--- src/rtl/evt_cmp_channel.sv ---
module evt_cmp_channel #(
  parameter int CW = 64
) (
  input  logic          clk,
  input  logic          rst_n,
  input  logic [CW-1:0] count_i,
  input  logic          glb_en_i,
  input  logic          ch_en_i,
  input  logic          periodic_i,
  input  logic          mode32_i,
  input  logic          setval_set_i,
  input  logic          wr_lo_i,
  input  logic          wr_hi_i,
  input  logic [CW/2-1:0] wr_data_i,
  output logic          fire_o,
  output logic [CW-1:0] cmp_o,
  output logic [CW-1:0] period_o,
  output logic          setval_o
);
  localparam int HW = CW / 2;

  logic [CW-1:0] cmp_q, per_q, snap_q;
  logic armed_q, wrap_q, catch_q, en_q, glb_q, rearm_q, setval_q, fire_q;

  wire [CW-1:0] d_full = cmp_q - count_i;
  wire [HW-1:0] d_half = cmp_q[HW-1:0] - count_i[HW-1:0];
  wire expired = mode32_i ? (d_half[HW-1] | ~|d_half) : (d_full[CW-1] | ~|d_full);

  wire [CW-1:0] s_full = cmp_q - snap_q;
  wire [HW-1:0] s_half = cmp_q[HW-1:0] - snap_q[HW-1:0];
  wire behind_snap = mode32_i ? (s_half[HW-1] | ~|s_half) : (s_full[CW-1] | ~|s_full);

  wire [CW-1:0] cmp_adv = mode32_i ? {{HW{1'b0}}, cmp_q[HW-1:0] + per_q[HW-1:0]}
                                   : cmp_q + per_q;

  wire [HW-1:0] d_eff = (d_half[HW-1] | ~|d_half) ? HW'(1) : d_half;
  wire [HW-1:0] to_wrap = ~count_i[HW-1:0];
  wire wrap_need = mode32_i & ~periodic_i & (to_wrap < d_eff);
  wire at_wrap = &count_i[HW-1:0];

  wire live = ch_en_i & glb_en_i;
  wire arm  = live & (~en_q | (~glb_q & ~&cmp_q) | rearm_q);
  wire to_cmp = ~periodic_i | setval_q;
  wire [HW-1:0] lo_per = mode32_i ? {1'b0, wr_data_i[HW-2:0]} : wr_data_i;
  wire any_wr = wr_lo_i | wr_hi_i;

  always_ff @(posedge clk or negedge rst_n) begin
    if (!rst_n) begin
      cmp_q    <= '1;
      per_q    <= '0;
      snap_q   <= '0;
      armed_q  <= 1'b0;
      wrap_q   <= 1'b0;
      catch_q  <= 1'b0;
      en_q     <= 1'b0;
      glb_q    <= 1'b0;
      rearm_q  <= 1'b0;
      setval_q <= 1'b0;
      fire_q   <= 1'b0;
    end else begin
      fire_q  <= 1'b0;
      en_q    <= ch_en_i;
      glb_q   <= glb_en_i;
      rearm_q <= any_wr & glb_en_i;

      if (!live) begin
        armed_q <= 1'b0;
        wrap_q  <= 1'b0;
        catch_q <= 1'b0;
      end else if (arm) begin
        armed_q <= 1'b1;
        wrap_q  <= wrap_need;
        catch_q <= 1'b0;
      end else if (armed_q) begin
        if (catch_q) begin
          if (behind_snap) cmp_q <= cmp_adv;
          else             catch_q <= 1'b0;
        end else if (wrap_q) begin
          if (at_wrap) begin
            fire_q <= 1'b1;
            wrap_q <= 1'b0;
          end
        end else if (expired) begin
          fire_q <= 1'b1;
          if (periodic_i && per_q != '0) begin
            cmp_q   <= cmp_adv;
            catch_q <= 1'b1;
            snap_q  <= count_i;
          end else begin
            armed_q <= 1'b0;
          end
        end
      end

      if (wr_lo_i) begin
        if (to_cmp)     cmp_q[HW-1:0] <= wr_data_i;
        if (periodic_i) per_q[HW-1:0] <= lo_per;
      end
      if (wr_hi_i && !mode32_i) begin
        if (to_cmp)     cmp_q[CW-1:HW] <= wr_data_i;
        if (periodic_i) per_q[CW-1:HW] <= {1'b0, wr_data_i[HW-2:0]};
      end

      if (any_wr)            setval_q <= 1'b0;
      else if (setval_set_i) setval_q <= 1'b1;

      if (mode32_i) begin
        cmp_q[CW-1:HW] <= '0;
        per_q[CW-1:HW] <= '0;
      end
    end
  end

  assign fire_o   = fire_q;
  assign cmp_o    = cmp_q;
  assign period_o = per_q;
  assign setval_o = setval_q;
endmodule

--- config.mk ---
export PLATFORM = sky130hd
export DESIGN_NAME = evt_cmp_channel
export DESIGN_NICKNAME = d
export VERILOG_FILES = /design/src/rtl/evt_cmp_channel.sv
export SDC_FILE = /design/constraint.sdc
export NUM_CORES = 1
export LEC_CHECK = 0
export CORE_UTILIZATION = 35
export DETAILED_ROUTE_END_ITERATION = 12
export PLACE_DENSITY_LB_ADDON = 0.2
export SLEW_MARGIN = 20
export SYNTH_ARGS = -nofsm -noshare
export SYNTH_HDL_FRONTEND = slang
export SYNTH_SLANG_ARGS = --single-unit
export TNS_END_PERCENT = 10
--- constraint.sdc ---
create_clock -name clk -period 9.35 [get_ports clk]
set_input_delay 1.87 -clock clk [delete_from_list [all_inputs] [get_ports clk]]
set_output_delay 1.87 -clock clk [all_outputs]
set_load 0.03 [all_outputs]
Word-level counts from Yosys, hierarchy flattened
Index checks and enable logic that the tools add are counted.
{ "classes": {"add_sub_neg": 6, "n_lt_le_gt_ge": 1, "eq_ne": 2, "n_mux": 50, "bitwise": 21, "reduce_logical": 22} }
{ "op_table": {"columns": ["op", "n"], "rows": [
  ["$mux 64", 9],
  ["$mux 32", 10],
  ["$reduce_or 64->1", 2],
  ["$sub 64x64->64", 2],
  ["$add 64x64->64", 1],
  ["$reduce_and 64->1", 1],
  ["$reduce_bool 64->1", 1],
  ["$reduce_or 32->1", 2],
  ["$sub 32x32->32", 2],
  ["$add 32x32->32", 1],
  ["$lt 32x32->1", 1],
  ["$not 32->32", 1],
  ["$reduce_and 32->1", 1],
  ["$mux 1", 31],
  ["$or 1x1->1", 8],
  ["$reduce_and 7->1", 1],
  ["$and 1x1->1", 6],
  ["$logic_not 1->1", 6],
  ["$ne 3x2->1 const B", 2],
  ["$not 1->1", 6],
  ["$reduce_and 2->1", 3],
  ["$reduce_bool 2->1", 3],
  ["$logic_and 1x1->1", 2]
]} }
{ "totals": {"ff_bits": 200, "input_bits": 105, "output_inout_bits": 130, "elab_cells": 114} }

Depth between registers and ports, before layout
Gate-level depths: netlist of the first run.
{ "depth": {"depth_word": 14, "depth_mapped": 29, "depth_no_buf": 26} }

Least setup slack after synthesis of the first run
Ideal clock, no wire load.
{ "synth_timing": {"path_kind": "input to register", "from": "input port count_i[25]", "to": "register wrap_q", "setup_ps": 83, "t_arrival_ps": 6357, "required_ps": 9267, "slack_ps": 2910, "cell_stages": 28, "path_buffers": 3, "path_cell_list": "inv_1 > ha_1 > clkbuf_1 > a21o_1 > a21o_1 > a21oi_1 > mux2_2 > a41o_1 > o41ai_1 > a2111oi_0 > and4_1 > buf_2 > nor2_1 > clkbuf_1 > nand2_1 > ha_1 > a21o_1 > a21oi_1 > nor2b_1 > o21ai_0 > nand2b_1 > a21oi_1 > nor2b_1 > o21ai_0 > nand2b_1 > a221oi_1 > o221ai_1 > o21ai_0"} }
{ "synth_via": {"elab_chain_cells": 9, "word_cells_on_any_way": 15, "classes_between": "add/sub (1); order compare (1); mux (7); bitwise (3); reduce/logical (3)"} }
{ "synth_lines": {"columns": ["element", "line_no", "rtl"], "rows": [
  ["start, declared", "6", "input logic [CW-1:0] count_i,"],
  ["$sub 32x32->32", "26", "wire [HW-1:0] d_half = cmp_q[HW-1:0] - count_i[HW-1:0];"],
  ["$reduce_or 32->1", "36", "wire [HW-1:0] d_eff = (d_half[HW-1] | ~|d_half) ? HW'(1) : d_half;"],
  ["$logic_not 1->1", "36", null],
  ["$or 1x1->1", "36", null],
  ["$mux 32", "36", null],
  ["$lt 32x32->1", "38", "wire wrap_need = mode32_i & ~periodic_i & (to_wrap < d_eff);"],
  ["$and 1x1->1", "38", null],
  ["$mux 1 *", "70", "end else if (arm) begin"],
  ["$mux 1 *", "66", "if (!live) begin"],
  ["end signal, assigned", "72", "wrap_q <= wrap_need;"],
  ["end, declared", "23", "logic armed_q, wrap_q, catch_q, en_q, glb_q, rearm_q, setval_q, fire_q;"]
]} }
Every way passes the cells marked *; elsewhere a longest branch is shown, timed or not. The select of a mux whose other input is x is not followed.
A chain may end at the register's enable or synchronous reset.

Worst setup path after layout of the first run
{ "layout_timing": {"from": "input port count_i[10]", "to": "register snap_q[17]"} }
{ "layout_via": {"elab_chain_cells": 6, "word_cells_on_any_way": 10, "classes_between": "add/sub (2); mux (1); bitwise (2); reduce/logical (5)"} }
{ "layout_lines": {"columns": ["element", "line_no", "rtl"], "rows": [
  ["$sub 64x64->64 or $sub 32x32->32 (tied branches)", "25, 26", null],
  ["$reduce_or 64->1 or $reduce_or 32->1 (tied branches)", "27", "wire expired = mode32_i ? (d_half[HW-1] | ~|d_half) : (d_full[CW-1] | ~|d_full);"],
  ["$logic_not 1->1", "27", null],
  ["$or 1x1->1", "27", null],
  ["$mux 1 *", "27", null],
  ["$reduce_and 7->1 (no line) *", null, null],
  ["end signal, assigned", "88", "snap_q <= count_i;"],
  ["end, declared", "22", "logic [CW-1:0] cmp_q, per_q, snap_q;"]
]} }
Every way passes the cells marked *; elsewhere a longest branch is shown, timed or not.

==> qor.txt, run 1 <==
Int Pwr -> 2.26 mW
Post-synth top area cell -> dfrtp_1
Final min period -> 8.36 ns
Resize count post-CTS -> 0
CP Max Fanout -> 88
Pin count of the biggest net entering global routing -> 120
CP Capture Type -> flop
CTS hold repair buffers -> 0
Clock transition at path regs -> 0.08 ns
Max Slew Vio Count -> 0
Number of synthesized flops with an enable pin -> 0
Layout Skew -> 0.0179 ns
Met3 Usage GRT -> 0.0363
Share of power burned in registers -> 0.266
Relative slew slack -> 0.299
Root buf cell -> clkbuf_16
Routed via count -> 24,800
P_sw -> 2.08 mW
Net Sw Frac -> 0.479
# port buffers -> 233
Worst-path cell chain -> clkdlybuf4s50_1, inv_1, ha_1, and2_1, a32oi_1, o21bai_1, a311oi_1, o221ai_1, or4_1, a2111oi_2, nand4_1, nor4_1, and4_1, a22oi_2, nor2_4, buf_4, buf_4, o21ai_0
Clock network power share -> 0.188
Initial DRC count -> 2,248
Arrival @ worst endpoint -> 8.70 ns
Cells after Synth -> 2,996
Fin crit share -> 0.894
Outcome -> finished, final reports clean
Most area-consuming cells after synthesis -> dfrtp_1 (15%), ha_1 (12%), dfstp_2 (7.4%), a21oi_1 (5.9%), nand2_1 (4.9%)
Mux cell area share after synthesis -> 0.0441
Synth Area in Simple Gates -> 0.225
TritonCTS buffer count -> 17
Yosys warns -> 0
Seq. cell area -> 5060 sq um
Clock sinks -> 199
Multi-input logic area -> 16,600 sq um
Synth Area in Compound Gates -> 0.293
Setup_tns -> 0 ns
Crit-path slowest cell -> buf_4
Worst min path class -> reg2reg
CTS tree -> yes
Post-synthesis sequential area ratio -> 0.221
Req. time, crit path -> 9.69 ns
Number of global-route vias before repair -> 23,600
Total wire length -> 105,000 um
Combinational share of power -> 0.545
Fin. Hold Viols -> 0
# DRC -> 0
Routed vias/inst -> 6.22
Core Region -> 64,500 sq um
RSZ-0062 raised after global routing -> no
Met2 Usage GRT -> 0.487
Critical path's top delay family -> compound AO/OA/AOI/OAI gates
Crit path kind -> in2reg
Worst setup SP type -> input port
Most Crowded Layer GR -> met2
Total grt overflow -> 0
Synthesized net count -> 3,324
Htree depth -> 4
Adder-Cell Fraction of Synth Area -> 0.123
XOR/XNOR Fraction of Synth Area -> 0.0399
Die extent in y -> 258 um
Netlist Area Pre-Place -> 22,900 sq um
Combinational family with the most area after synthesis -> compound AO/OA/AOI/OAI gates
Nets -> 3,451
Die W -> 258 um
Final setup viols -> 0
Die area -> 66,300 sq um
PwrDens -> 164 nW/um^2
Measured slew at the worst slew-check pin -> 1.05 ns
Placed inst area -> 25,900 sq um
Synth-to-layout area growth -> 15.8%
F_max -> 120 MHz
Synthesized area per cell -> 7.63 sq um
WP buf/inv -> 4
Synth top area share -> 0.148
Worst-Skew Late Latency -> 0.49 ns
Post-synthesis register bit count -> 199
Initial DRT Pass Iterations -> 5
Fill count -> 6,637
Peak VDD IR -> 146 uV
Share of layout cells above drive strength 1 -> 0.0638
Clk buf depth -> 2
Lkg Pwr -> 11.4 nW
Post-DP HPWL -> 85,700 um
Initial antenna violation count -> 3
IO Count -> 235
Routability cong. -> 1.00
Ys async rst share -> 1.00
Post-CTS setup buffer count -> 0
Most common cell on crit path -> buf_4
WL per Instance -> 26.3 um
Initial Utilization -> 0.354
Met1 usage -> 0.436
N_diodes -> 0
Row count -> 93
Max cap viols -> 0
Main synth FF type -> dfrtp_1
Total GRT Usage -> 0.309
CP max stage delay -> 0.66 ns
Routed Antenna Nets -> 0
Synth unique cells -> 93
Fin area -> 26,500 sq um
Global-route wire length before repair -> 155,000 um
-- area by class of cell --
cell class,instances,area share
clock buffers,18,0.0162
clock inverters,14,0.00690
inverters,174,0.0247
multi-input cells,2482,0.627
flip-flops and latches,199,0.191
well taps,855,0.0404
repair buffers,249,0.0935
-- per-stage QoR --
step / worst slack, ns / util / cells / power (mW) / hold WS, ns
after floorplan: 2.91 / - / 2996 / 2.64 / 0.454
after global placement: 0.585 / 0.401 / 3959 / 3.49 / 0.479
after detailed placement: 0.618 / 0.401 / 3959 / 3.49 / 0.492
after CTS: 1.11 / 0.411 / 3991 / 4.32 / 0.510
after global routing: 0.588 / 0.411 / 3991 / 4.59 / 0.551
final: 0.993 / 0.411 / 3991 / 4.35 / 0.507
-- cells in the final DEF, fill, tap and decap left out, types with 59 or more instances in the layout --
cell type	instances
a21o_1	70
a21oi_1	270
clkdlybuf4s50_1	231
dfrtp_1	135
dfstp_2	64
ha_1	220
inv_1	174
mux2i_1	59
nand2_1	297
nand3_1	74
nand4_1	98
nor2_1	238
nor3_1	64
o21ai_0	203
xnor2_1	63
-- state kept, by name, indices dropped and copies added, names as in the netlist --
| signal | flops |
|---|---|
| rearm_q | 1 |
| fire_o | 1 |
| cmp_o | 64 |
| armed_q | 1 |
| en_q | 1 |
| snap_q | 64 |
| wrap_q | 1 |
| glb_q | 1 |
| setval_o | 1 |
| period_o | 63 |
| catch_q | 1 |
-- cells in the mapped netlist (20+ instances only) --
cell / n
dfstp_2: 64
and4_1: 20
a31oi_1: 41
a22o_1: 32
dfrtp_1: 135
ha_1: 220
xor2_1: 41
a21o_1: 70
nor2b_1: 23
inv_1: 174
nand4_1: 98
o211ai_1: 26
a21oi_1: 271
clkbuf_1: 115
or3_1: 36
o31ai_1: 22
nor4_1: 48
buf_2: 21
nand3_1: 74
nor2_1: 241
o21bai_1: 33
xnor2_1: 63
a211oi_1: 51
mux2i_1: 59
o21a_1: 58
nand2_1: 299
nor3_1: 64
o21ai_0: 203
nand2b_1: 32
mux2_2: 37
-- power by group through the flow --
stage	Combinational [mW]	Clock [mW]	Sequential [mW]
after floorplan	1.46	0	1.18
after global placement	2.33	0	1.17
after detailed placement	2.32	0	1.17
after CTS	2.33	0.831	1.15
after global routing	2.57	0.859	1.16
final	2.37	0.819	1.16
-- cell families (layout without fill, tap and decap cells) --
| family | Yosys count | after routing |
|---|---|---|
| flip-flops | 199 | 199 |
| XOR/XNOR | 104 | 104 |
| AO/OA/AOI/OAI | 1017 | 1017 |
| adder cells (fa/ha/maj) | 223 | 223 |
| AND/OR/NAND/NOR | 1040 | 1040 |
| multiplexers | 96 | 96 |
| buffers and inverters | 315 | 455 |
| other | 2 | 2 |
-- per-layer routing --
metal	wire length, um	up-vias
li1	-	11500
met1	48500	12200
met2	46600	972
met3	6590	127
met4	3360	2
met5	13	-
-- worst register-to-register path, stage by stage (launching register included) --
cell and delay (ns):
dfstp_2 0.71, ha_1 0.39, a21o_1 0.25, a32oi_1 0.52
o21bai_1 0.15, a311oi_1 0.62, o221ai_1 0.36, or4_1 0.55
a2111oi_2 0.42, nand4_1 0.32, nor4_1 0.37, and4_1 0.41
a22oi_2 0.21, nor2_4 0.18, buf_4 0.66, buf_4 0.55
o21ai_0 0.17
-- worst paths after layout --
check	cells past startpoint	slack (ns)	start	end
min in group asynchronous	1	1.39	rst_n	period_o[59]
max in group asynchronous	2	6.81	rst_n	period_o[23]
hold / removal	2	0.51	snap_q[63]	snap_q[63]
setup reg to reg	16	2.38	cmp_o[8]	snap_q[17]
setup / recovery	18	0.99	count_i[10]	snap_q[17]
hold reg to reg	2	0.51	snap_q[63]	snap_q[63]
No activity file was read; power rests on OpenSTA's default activity.
==> inputs of run 2 (changes only) <==
==> constraint.sdc (replaced) <==
create_clock -name clk -period 9 [get_ports clk]
set_input_delay 1.8 -clock clk [delete_from_list [all_inputs] [get_ports clk]]
set_output_delay 1.8 -clock clk [all_outputs]
set_load 0.03 [all_outputs]
==> run 2 against run 1 <==
Effect of this change: count of clock-buffer cells in the layout stayed put; total power grew 2.9%; worst setup slack improved by 0.053 ns; wire length down 0.84%; global-route usage shrank 0.34 points; clock power grew 1%; sequential share of layout area about the same; critical path type unchanged; largest cell class unchanged; highest routed layer is now met4.
==> qor.txt, run 2 (synthesis results as in run 1) <==
Outcome -> finished, final reports clean
Clock transition at path regs -> 0.08 ns (about the same)
Row count -> 93 (unchanged)
Routed via count -> 24,700 (-0.31%)
CTS hold repair buffers -> 0 (unchanged)
R2r endpoint -> cmp_o[63]
Initial antenna violation count -> 1 (-2)
Total GRT Usage -> 0.306 (-0.00344)
Routed vias/inst -> 6.20 (-0.29%)
Initial DRC count -> 2,229 (-0.85%)
Worst setup SP type -> input port
Measured slew at the worst slew-check pin -> 1.07 ns (+0.0190 ns)
Routed Antenna Nets -> 0 (unchanged)
Crit path to -> wrap_q
Post-CTS setup buffer count -> 0 (unchanged)
R2R Setup Slk -> 2.25 ns (-0.13 ns)
Layout Skew -> 0.0144 ns (-0.00350 ns)
Clk buf depth -> 2 (unchanged)
Pre-CTS WS -> 0.576 ns (-0.0424 ns)
Max cap viols -> 0 (unchanged)
Final setup viols -> 0 (unchanged)
Die area -> 66,300 sq um (unchanged)
Relative slew slack -> 0.287 (-0.0127)
Initial Utilization -> 0.354 (unchanged)
Req. time, crit path -> 9.40 ns (-0.29 ns)
Final Util -> 0.410 (about the same)
CP max stage delay -> 0.65 ns (about the same)
Root buf cell -> clkbuf_16
Crit path kind -> in2reg
# port buffers -> 233 (unchanged)
Initial DRT Pass Iterations -> 6 (+1)
IO Count -> 235 (unchanged)
Pin count of the biggest net entering global routing -> 100 (-17%)
F_max -> 126 MHz
Clock sinks -> 199 (unchanged)
Post-DP HPWL -> 85,100 um (-0.77%)
Number of global-route vias before repair -> 23,700 (+0.39%)
Worst R2R Path Depth -> 17 (+1)
Peak VDD IR -> 144 uV (-1.5%)
Arrival @ worst endpoint -> 8.35 ns (-0.35 ns)
Htree depth -> 4 (unchanged)
Worst hold slack -> 0.504 ns (-0.00240 ns)
Fin. Hold Viols -> 0 (unchanged)
Synth-to-layout area growth -> 15.7% (about the same)
CP Capture Type -> flop
Seq. cell area -> 5060 sq um (unchanged)
Core Region -> 64,500 sq um (unchanged)
Lkg Pwr -> 11.4 nW (-0.13%)
WL met1 -> 48,100 um (-0.81%)
Critical R2R Launch -> cmp_o[8]
CTS tree -> yes
CP Max Fanout -> 10 (-89%)
Routed length on met3 -> 6560 um (-0.53%)
Total grt overflow -> 0 (unchanged)
Die extent in y -> 258 um (unchanged)
RSZ-0062 raised after global routing -> no
# DRC -> 0 (unchanged)
Crit-path slowest cell -> a31oi_1
WL per Instance -> 26.1 um (-0.82%)
Met2 WL -> 46,500 um (-0.32%)
Placed instance count -> 3,958 (-0.025%)
Share of layout cells above drive strength 1 -> 0.0641 (+0.000339)
Routability cong. -> 0.984 (-1.7%)
TritonCTS buffer count -> 17 (unchanged)
Total power draw -> 4.48 mW (+2.9%)
Hold path depth -> 2 (unchanged)
Multi-input logic area -> 16,600 sq um (about the same)
Setup ws final -> 1.05 ns (+0.0528 ns)
Setup crit start -> count_i[3]
Worst min path class -> reg2reg
Resize count post-CTS -> 0 (unchanged)
Fin area -> 26,400 sq um (about the same)
Setup_tns -> 0 ns (unchanged)
Nets -> 3,450 (-0.029%)
Worst-Skew Late Latency -> 0.49 ns (about the same)
Global-route wire length before repair -> 153,000 um (-1.1%)
Placed inst area -> 25,800 sq um (-0.11%)
Die W -> 258 um (unchanged)
Max Used Layer -> met4
Fin crit share -> 0.884
Final cell count without fillers -> 3,990 (-0.025%)
PwrDens -> 169 nW/um^2 (+3.0%)
Commonest non-fill, non-tap cells in the layout -> nand2_1 (297), a21oi_1 (270), nor2_1 (238), clkdlybuf4s50_1 (231), ha_1 (220)
Total wire length -> 104,000 um (-0.84%)
Commonest non-fill, non-tap cell in the layout -> nand2_1
Fill count -> 6,721 (+1.3%)
N_diodes -> 0 (unchanged)
Final min period -> 7.95 ns
Max Slew Vio Count -> 0 (unchanged)
[run 2: changes by cell type in the layout (fill, tap and decap cells not counted), sizes merged]
cell and change:
inv -1, clkinv +3, buf -1, bufinv -2
[run 2: how the worst min path moves through the flow]
stage                          start         end  slack, ns
final                     snap_q[63]  snap_q[63]       0.50
after global routing      snap_q[63]  snap_q[63]       0.54
after CTS                 snap_q[63]  snap_q[63]       0.51
after detailed placement  snap_q[63]  snap_q[63]       0.49
after global placement    snap_q[63]  snap_q[63]       0.48
after floorplan            snap_q[0]   snap_q[0]       0.45
[run 2: critical path: cells and delay by family]
family | cells | cell delay, ns
buffers and inverters | 2 | 0.65
AND/OR/NAND/NOR | 7 | 1.54
adder cells (fa/ha/maj) | 2 | 0.62
AO/OA/AOI/OAI | 14 | 3.70
[run 2: metal layers]
| metal | up-vias | track usage |
|---|---|---|
| met2 | 964 | 0.484 |
| met4 | 0 | 0.0973 |
| met3 | 115 | 0.0314 |
| met5 | - | 0 |
| li1 | 11500 | - |
| met1 | 12200 | 0.434 |
[run 2: layout make-up]
| cell class | instances | area share |
|---|---|---|
| repair buffers | 248 | 0.0924 |
| well taps | 855 | 0.0405 |
| inverters | 174 | 0.0247 |
| clock inverters | 14 | 0.00662 |
| clock buffers | 18 | 0.0166 |
| flip-flops and latches | 199 | 0.191 |
| multi-input cells | 2482 | 0.628 |
[run 2: report_power, final]
| part | switching (mW) | internal (mW) |
|---|---|---|
| combinational | 1.53 | 0.915 |
| clock | 0.443 | 0.385 |
| sequential | 0.189 | 1.01 |
| total | 2.16 | 2.32 |
